<file path="config.mk">
export PLATFORM = sky130hd
export DESIGN_NAME = phys_rename
export DESIGN_NICKNAME = d
export VERILOG_FILES = /design/src/rtl/rename_pkg.sv /design/src/rtl/rename_ctrl.sv /design/src/rtl/rename_dp.sv /design/src/rtl/phys_rename.sv
export SDC_FILE = /design/constraint.sdc
export NUM_CORES = 1
export LEC_CHECK = 0
export BUFFER_PORTS_ARGS = -buffer_cell sky130_fd_sc_hd__buf_2
export CAP_MARGIN = 20
export CORE_ASPECT_RATIO = 1.5
export CORE_MARGIN = 2
export CORE_UTILIZATION = 38
export CTS_BUF_LIST = sky130_fd_sc_hd__clkbuf_4 sky130_fd_sc_hd__clkbuf_8 sky130_fd_sc_hd__clkbuf_16
export DETAILED_ROUTE_END_ITERATION = 8
export GPL_ROUTABILITY_DRIVEN = 1
export PLACE_DENSITY = 0.59
export SLEW_MARGIN = 10
export SYNTH_ARGS = -nofsm -noshare
export SYNTH_HDL_FRONTEND = slang
export SYNTH_SLANG_ARGS = --single-unit
</file>
<file path="constraint.sdc">
create_clock -name clk -period 2.4 [get_ports clk]
set_input_delay 0.36 -clock clk [delete_from_list [all_inputs] [get_ports clk]]
set_output_delay 0.36 -clock clk [all_outputs]
set_load 0.02 [all_outputs]
</file>
<file path="src/rtl/rename_pkg.sv">
package rename_pkg;
  typedef struct packed {
    logic pop;   // accepted dispatch: pop free list, write map
    logic push;  // retirement: push old tag onto free list
  } flStrobe_t;
endpackage

</file>
<file path="src/rtl/rename_ctrl.sv">
module rename_ctrl
  import rename_pkg::*;
#(
  parameter int ROB_ENTRIES = 8
) (
  input  logic      clk,
  input  logic      rstN,
  input  logic      dispValid,
  input  logic      retValid,
  output logic      stall,
  output flStrobe_t strobes
);
  localparam int CW = $clog2(ROB_ENTRIES + 1);
  localparam logic [CW-1:0] CNT_FULL = CW'(ROB_ENTRIES);

  logic [CW-1:0] countQ;

  always_comb begin
    stall        = (countQ == '0);
    strobes.pop  = dispValid && !stall;
    strobes.push = retValid;
  end

  always_ff @(posedge clk) begin
    if (!rstN) begin
      countQ <= CNT_FULL;
    end else begin
      case ({strobes.push, strobes.pop})
        2'b10:   countQ <= countQ + 1'b1;
        2'b01:   countQ <= countQ - 1'b1;
        default: countQ <= countQ;
      endcase
    end
  end

  // a lone push must never overfill the free list
  assert_no_overflow_R7: assert property (@(posedge clk) disable iff (!rstN)
    (strobes.push && !strobes.pop) |-> (countQ < CNT_FULL));

  // paired push and pop keep the occupancy
  assert_pair_keeps_count_R8: assert property (@(posedge clk) disable iff (!rstN)
    (strobes.push && strobes.pop) |=> (countQ == $past(countQ)));
endmodule

</file>
<file path="src/rtl/rename_dp.sv">
module rename_dp
  import rename_pkg::*;
#(
  parameter int ARCH_REGS   = 8,
  parameter int ROB_ENTRIES = 8
) (
  input  logic                                        clk,
  input  logic                                        rstN,
  input  flStrobe_t                                   strobes,
  input  logic [$clog2(ARCH_REGS)-1:0]                dispSrcA,
  input  logic [$clog2(ARCH_REGS)-1:0]                dispSrcB,
  input  logic [$clog2(ARCH_REGS)-1:0]                dispDst,
  output logic [$clog2(ARCH_REGS+ROB_ENTRIES)-1:0]    srcATag,
  output logic                                        srcAReady,
  output logic [$clog2(ARCH_REGS+ROB_ENTRIES)-1:0]    srcBTag,
  output logic                                        srcBReady,
  output logic [$clog2(ARCH_REGS+ROB_ENTRIES)-1:0]    newTag,
  output logic [$clog2(ARCH_REGS+ROB_ENTRIES)-1:0]    oldTag,
  input  logic                                        cmplValid,
  input  logic [$clog2(ARCH_REGS+ROB_ENTRIES)-1:0]    cmplTag,
  input  logic [$clog2(ARCH_REGS+ROB_ENTRIES)-1:0]    retOldTag
);
  localparam int PHYS_REGS = ARCH_REGS + ROB_ENTRIES;
  localparam int TW        = $clog2(PHYS_REGS);
  localparam int PW        = (ROB_ENTRIES > 1) ? $clog2(ROB_ENTRIES) : 1;
  localparam logic [PW-1:0] PTR_LAST = PW'(ROB_ENTRIES - 1);

  logic [TW-1:0] mapQ   [ARCH_REGS];
  logic          readyQ [ARCH_REGS];
  logic [TW-1:0] freeQ  [ROB_ENTRIES];
  logic [PW-1:0] headQ, tailQ;

  always_comb begin
    srcATag   = mapQ[dispSrcA];
    srcAReady = readyQ[dispSrcA];
    srcBTag   = mapQ[dispSrcB];
    srcBReady = readyQ[dispSrcB];
    oldTag    = mapQ[dispDst];
    newTag    = freeQ[headQ];
  end

  // map table with per-entry ready bit
  generate
    for (genvar i = 0; i < ARCH_REGS; i++) begin : gMap
      always_ff @(posedge clk) begin
        if (!rstN) begin
          mapQ[i]   <= TW'(i);
          readyQ[i] <= 1'b1;
        end else if (strobes.pop && (dispDst == i)) begin
          mapQ[i]   <= newTag;
          readyQ[i] <= 1'b0;
        end else if (cmplValid && (mapQ[i] == cmplTag)) begin
          readyQ[i] <= 1'b1;
        end
      end

      // a completion matching a surviving mapping sets its ready bit
      assert_cmpl_sets_ready_R6: assert property (@(posedge clk) disable iff (!rstN)
        (cmplValid && (mapQ[i] == cmplTag) && !(strobes.pop && (dispDst == i)))
          |=> readyQ[i]);
    end
  endgenerate

  // free list FIFO storage
  generate
    for (genvar k = 0; k < ROB_ENTRIES; k++) begin : gFree
      always_ff @(posedge clk) begin
        if (!rstN)
          freeQ[k] <= TW'(ARCH_REGS + k);
        else if (strobes.push && (tailQ == k))
          freeQ[k] <= retOldTag;
      end
    end
  endgenerate

  always_ff @(posedge clk) begin
    if (!rstN) begin
      headQ <= '0;
      tailQ <= '0;
    end else begin
      if (strobes.pop)
        headQ <= (headQ == PTR_LAST) ? '0 : headQ + 1'b1;
      if (strobes.push)
        tailQ <= (tailQ == PTR_LAST) ? '0 : tailQ + 1'b1;
    end
  end

  // accepted dispatch installs the popped tag, not ready
  assert_install_new_R4: assert property (@(posedge clk) disable iff (!rstN)
    strobes.pop |=> (mapQ[$past(dispDst)] == $past(newTag)));
  assert_new_not_ready_R4: assert property (@(posedge clk) disable iff (!rstN)
    strobes.pop |=> !readyQ[$past(dispDst)]);

  // without a pop the free-list head stays put
  assert_head_holds_R5: assert property (@(posedge clk) disable iff (!rstN)
    !strobes.pop |=> (headQ == $past(headQ)));
endmodule

</file>
<file path="src/rtl/phys_rename.sv">
module phys_rename
  import rename_pkg::*;
#(
  parameter int ARCH_REGS   = 8,
  parameter int ROB_ENTRIES = 8
) (
  input  logic                                     clk,
  input  logic                                     rstN,
  input  logic                                     dispValid,
  input  logic [$clog2(ARCH_REGS)-1:0]             dispSrcA,
  input  logic [$clog2(ARCH_REGS)-1:0]             dispSrcB,
  input  logic [$clog2(ARCH_REGS)-1:0]             dispDst,
  output logic                                     stall,
  output logic [$clog2(ARCH_REGS+ROB_ENTRIES)-1:0] srcATag,
  output logic                                     srcAReady,
  output logic [$clog2(ARCH_REGS+ROB_ENTRIES)-1:0] srcBTag,
  output logic                                     srcBReady,
  output logic [$clog2(ARCH_REGS+ROB_ENTRIES)-1:0] newTag,
  output logic [$clog2(ARCH_REGS+ROB_ENTRIES)-1:0] oldTag,
  input  logic                                     cmplValid,
  input  logic [$clog2(ARCH_REGS+ROB_ENTRIES)-1:0] cmplTag,
  input  logic                                     retValid,
  input  logic [$clog2(ARCH_REGS+ROB_ENTRIES)-1:0] retOldTag
);
  flStrobe_t strobes;

  rename_ctrl #(.ROB_ENTRIES(ROB_ENTRIES)) uCtrl (
    .clk(clk), .rstN(rstN), .dispValid(dispValid), .retValid(retValid),
    .stall(stall), .strobes(strobes)
  );

  rename_dp #(.ARCH_REGS(ARCH_REGS), .ROB_ENTRIES(ROB_ENTRIES)) uDp (
    .clk(clk), .rstN(rstN), .strobes(strobes),
    .dispSrcA(dispSrcA), .dispSrcB(dispSrcB), .dispDst(dispDst),
    .srcATag(srcATag), .srcAReady(srcAReady),
    .srcBTag(srcBTag), .srcBReady(srcBReady),
    .newTag(newTag), .oldTag(oldTag),
    .cmplValid(cmplValid), .cmplTag(cmplTag), .retOldTag(retOldTag)
  );
endmodule

</file>
# Word level (Yosys, flattened, before mapping)
# Memory sizes are Yosys's and may differ from the RTL's. A register that Yosys moved wholly into a read port is not among the register bits.
# Cells that the tools add are included.
# op_classes
n_addsub,4
eq_ne,25
muxes,118
bitwise_logic,32
reduce_logical,30
# op_table
cell,n
1-bit two-way mux,97
4-bit two-way mux,16
4-bit == test,8
1-bit OR,32
3-bit == test (second input constant),9
1-bit logical AND,25
3-bit by 2-bit == test with 1-bit output (second input constant),4
3-bit two-way mux,4
4-bit one-hot mux with 2 select lines,1
3-bit by 1-bit adder with 3-bit output (second input constant),2
3-bit by 1-bit == test with 1-bit output (second input constant),2
3-bit logical NOT,2
4-bit by 1-bit adder with 4-bit output (second input constant),1
4-bit logical NOT,1
4-bit by 1-bit subtractor with 4-bit output (second input constant),1
2-bit by 1-bit == test with 1-bit output (second input constant),1
2-bit == test (second input constant),1
2-bit nonzero test,1
1-bit logical NOT,1
# word_totals
regBits,10
ramBits,72
inputBits,22
output_inout_bits,19
elab_cells,215
n_memories,3
# memory_table
name,words,word_bits,rd,rd_ports_with_merged_regs,write_ports,line_no,source
uDp.freeQ,8,4,1,1,8,rename_dp.sv:30,logic [TW-1:0] freeQ [ROB_ENTRIES];
uDp.mapQ,8,4,11,0,8,rename_dp.sv:28,logic [TW-1:0] mapQ [ARCH_REGS];
uDp.readyQ,8,1,2,0,8,rename_dp.sv:29,logic readyQ [ARCH_REGS];

# Depth between registers and ports, before layout
# logic_depth
ltp_word,9
ltp_mapped,10
depth_no_buf,9

# By module
# Synthesis repeated with hierarchy kept, for this count alone.
# hier_totals
hier_cells,398
area_unflattened_um2,4968.5
# by_module_without_submodules
mod,n_inst,cells_per_inst,area_each_um2,seq_area_each_um2
rename_dp,1,367,4700.8,2342.2
rename_ctrl,1,31,267.8,80.1

# Worst setup path after synthesis
# No wires, ideal clock.
# synth_path
kind,reg2reg
startpoint,register uCtrl.countQ[2]
endpoint,register uCtrl.countQ[2]
setup_time_ps,76
t_arrival_ps,2176
required_ps,2324
slack_ps,149
path_stages_with_launch,10
n_path_buf,0
period_less_slack_ps,2251
cell_sequence,dfxtp_1 > o41ai_4 > inv_2 > ha_1 > xor2_1 > ha_1 > a21oi_1 > xor2_1 > or3_1 > a21boi_0
# synth_via
elab_chain_cells,5
elab_cells_between_ends,9
cone_classes,add/sub: 2; eq/ne: 2; mux: 1; reduce/logical: 4
# synth_rtl
element,line_no,source
from (decl),rename_ctrl.sv:16,logic [CW-1:0] countQ;
from (signal assigned),rename_ctrl.sv:29,2'b10: countQ <= countQ + 1'b1;
from (signal assigned),rename_ctrl.sv:30,2'b01: countQ <= countQ - 1'b1;
from (signal assigned),rename_ctrl.sv:31,default: countQ <= countQ;
4-bit logical NOT,rename_ctrl.sv:19,stall = (countQ == '0);
1-bit logical NOT,rename_ctrl.sv:20,strobes.pop = dispValid && !stall;
1-bit logical AND,rename_ctrl.sv:20,
2-bit by 1-bit == test with 1-bit output / 2-bit == test (equally long branches),rename_ctrl.sv:28,"case ({strobes.push, strobes.pop})"
4-bit one-hot mux with 2 select lines / 2-bit nonzero test (equally long branches),-,
# Several ways; a longest one is shown, not always the timed one.
# A chain may end at the register's enable or synchronous reset.

==> impl_results.md <==
* Status: finished, final reports clean
* Switching Share at between 20 and 30%
* Max-Cap Viols at 0
* Synthesized area at 0.00499 mm²
* CP required at 2.04 ns
* Root Driver: clkbuf_16
* Slew Limit Fails at 0
* Die Span Y at 144 µm
* DRT Pass-1 Iters at 5
* P_leak at ~1.9 nW
* All-Layer GR Usage at 16.9%
* Largest family of logic cells by synthesized area: multiplexers
* Hold Path Class: in2reg
* Synth top area cells: edfxtp_1 (43%), mux4_2 (15%), dfxtp_1 (5.2%)
* Clk sink count at 85
* Reg-to-reg endpoint: uCtrl.countQ[2]
* Slowest cell delay on critical path at 0.65 ns
* Unique masters post-synth at 39
* Multi-input gate area at 0.00240 mm²
* Sequential share of power at 47.3%
* Slew HR at 60.4%
* CTS tree: built
* Mapped Cells at slightly below 400
* Reg clk slew, reported paths at approximately 0.070 ns
* RSZ-0062 raised after global routing: no
* Synth Register Bits at 85
* Dpl ws at 0.0585 ns
* Reg-to-reg startpoint: uCtrl.countQ[1]
* WL/cell at 18.8 µm
* Synth top cells by count: edfxtp_1 (72), nand2_1 (41), nor2_1 (36), mux4_2 (34), xor2_1 (26)
* Avg Inst Size Synth at between 10 and 15 µm²
* Ys flop type: edfxtp_1
* Fin. Hold Viols at 0
* I/O pins at 41
* Crit Path Class: reg2out
* FMAX at 439 MHz
* Post-Synth XOR/XNOR Area at 6.31%
* Int Power at 0.00266 W
* Antenna violations before repair at 0
* Number of global-route vias before repair at approximately 3,400
* Post-synth top area share at between 40% and 50%
* Die width at 97.6 µm
* Multiplexer share of the synthesized area at 21.3%
* Comb power frac at 17.1%
* Register area at between 0.002 and 0.0025 mm²
* Ant. Diodes at 0
* Setup TNS at 0 ns
* # rows at 51
* Core area at 0.0129 mm²
* TritonCTS buffer count at 9
* Largest net degree at the start of global routing at 23
* Post-Synth Adder-Cell Area at about 2.8%
* Crit-path cells: buf_4, mux4_1, mux2i_4, inv_1, buf_2
* Overall Power at 0.00368 W
* Buf/Inv on CP at 3
* Die ar. at 0.0141 mm²
* Startpoint types: flip-flop
* Synth warn at 0
* Vias after detailed routing at 3,257
* Minimum clock period at 2.28 ns
* Post-synthesis async set-or-reset flop share at 0%
* FF-to-FF path depth at 9
* Nets@finish at approximately 470
* Initial DRC count at 194
* Area delta synth->final at 14.1%
* R2R Setup Slk at 0.17 ns
* Worst clock skew at 0.00986 ns
* Initial core utilization at 38.7%
* CP Capture Point: newTag[3]
* Crit path arrival time at 1.92 ns
* Clock power share at a little over a third
* Post-Synth Simple-Gate Area at 13.4%
* Crit share post-route at 94.9%
* Avg Vias per Cell at 5.39
* First-pass GRT wire length at 17,900 µm
* GPL Wtd Cong at 0.897
* Max IR drop VDD at 0.000401 V
* Final HPWL DP at around 8800 µm
* Critical Path End Type: output pin
* Final setup fails at 0
* Power Dens Cells at ~650 mW/mm²
* Residual DRC at 0
* Seq/Total Area, Yosys at 48.5%
* Grt ovf at 0
* Most common cell in the netlist: edfxtp_1
* Syn nets at 429
* Worst slew pin tran at 0.588 ns
* Layout cell share with drive strength beyond 1 at 33.0%
* H-Tree Depth at 3
* Yosys top cell by area: edfxtp_1
* Design area at 0.00570 mm²
* Crit path max fanout at 8
* Fillers at between 1,000 and 1,500
* Port buffer count at 40
* Drt total wl at 11,300 µm
* Post-DRT Antenna Nets at 0
* Area post-placement at 0.00541 mm²
* EDFF count, synth at 72
* Delay-heaviest family, CP: multiplexers
* Sw power at roughly 0.0010 W
* Setup ws final at 0.121 ns
* Slowest cell on crit path: mux4_1
* Compound-Gate Fraction of Synth Area at 4.21%
* Worst-Skew Late Latency at between 0.3 and 0.4 ns
* Longest Clk Path Bufs at 2
* Cell count along the critical path at 5
[per-layer routing]
layer / GRT usage, % / wire length [µm] / share of wire, %
met2: 32.9 / 6480 / 57
met4: 8.04 / 334 / 2.9
met5: 0 / 0 / 0
met3: 3.19 / 490 / 4.3
met1: 17.3 / 4030 / 36
[cells by family (layout without fill, tap and decap cells)]
| group | Yosys count | in the layout |
|---|---|---|
| AO/OA/AOI/OAI | 28 | 28 |
| AND/OR/NAND/NOR | 140 | 140 |
| multiplexers | 54 | 54 |
| XOR/XNOR | 36 | 36 |
| buffers and inverters | 42 | 91 |
| adder cells (fa/ha/maj) | 11 | 11 |
| flip-flops | 85 | 85 |
[registers in the layout, summed over array words and instances, names as in the netlist, named ones only]
name and cells:
uCtrl.countQ 4, uDp.freeQ 32, uDp.headQ 3, uDp.mapQ 32, uDp.readyQ 8, uDp.tailQ 3
[cells in the final DEF, fill, tap and decap left out, types with 4 or more instances in the layout]
cell type | synthesis | final
nand2b_1 | 13 | 13
inv_2 | 4 | 4
or2_2 | 9 | 9
nor3_1 | 13 | 13
buf_4 | 0 | 18
mux2_2 | 11 | 11
xnor2_1 | 10 | 10
dfxtp_1 | 13 | 12
nand2_1 | 41 | 41
buf_2 | 8 | 40
xor2_1 | 26 | 26
inv_1 | 13 | 13
ha_1 | 11 | 10
edfxtp_1 | 72 | 72
a31o_2 | 8 | 8
nand3_1 | 8 | 8
mux2i_4 | 4 | 4
mux4_2 | 34 | 34
nor2_1 | 36 | 36
nand4_1 | 7 | 7
o21ai_0 | 10 | 10
clkbuf_16 | 0 | 9
[stage by stage]
step | hold WS [ns] | utilization [%] | instances
3_5_place_dp | 0.493 | 42.0 | 587
4_1_cts | 0.406 | 44.1 | 603
6_report | 0.410 | 44.2 | 604
2_1_floorplan | 0.467 | - | 396
3_3_place_gp | 0.480 | 42.0 | 587
5_1_grt | 0.414 | 44.2 | 604
[area by class of cell]
class	count	area share [%]
Sequential cell	85	42.5
Multi-Input combinational cell	269	42.1
Timing Repair Buffer	58	5.88
Clock buffer	9	3.95
Tap cell	159	3.49
Inverter	17	1.12
Clock inverter	7	0.944
[power groups by stage]
| stage | Combinational [W] | Clock [W] | Sequential, W |
|---|---|---|---|
| after floorplan | 0.000464 | 0 | 0.00174 |
| after global placement | 0.000620 | 0 | 0.00177 |
| after detailed placement | 0.000634 | 0 | 0.00177 |
| after CTS | 0.000636 | 0.00133 | 0.00174 |
| after global routing | 0.000692 | 0.00139 | 0.00175 |
| final | 0.000630 | 0.00131 | 0.00174 |
[how the worst min path moves through the flow]
stage / cells past startpoint / startpoint / endpoint / slack [ns]
4_1_cts: 2 / retOldTag[3] / uDp.freeQ[7][3] / 0.41
6_report: 2 / retOldTag[3] / uDp.freeQ[7][3] / 0.41
5_1_grt: 2 / retOldTag[3] / uDp.freeQ[7][3] / 0.41
2_1_floorplan: 2 / uDp.headQ[1] / flip-flop / 0.47
3_5_place_dp: 2 / uDp.headQ[1] / uDp.headQ[1] / 0.49
3_3_place_gp: 2 / uDp.headQ[1] / uDp.headQ[1] / 0.48
[worst register-to-register path, cell delays in order, from the launching register on]
cell      delay [ns]
dfxtp_2         0.37
o41ai_4         0.41
inv_2           0.09
ha_2            0.22
xor2_1          0.15
ha_1            0.20
a21oi_1         0.15
xor2_1          0.09
or3_1           0.31
a21boi_1        0.17
[repair_timing]
item / CTS / global route
resized for setup: 0 / 3
hold buffers: 0 / 0
endpoints found under the setup margin: 0 / 1
setup buffers: 0 / 1
Power figures use the tool's default switching activity.
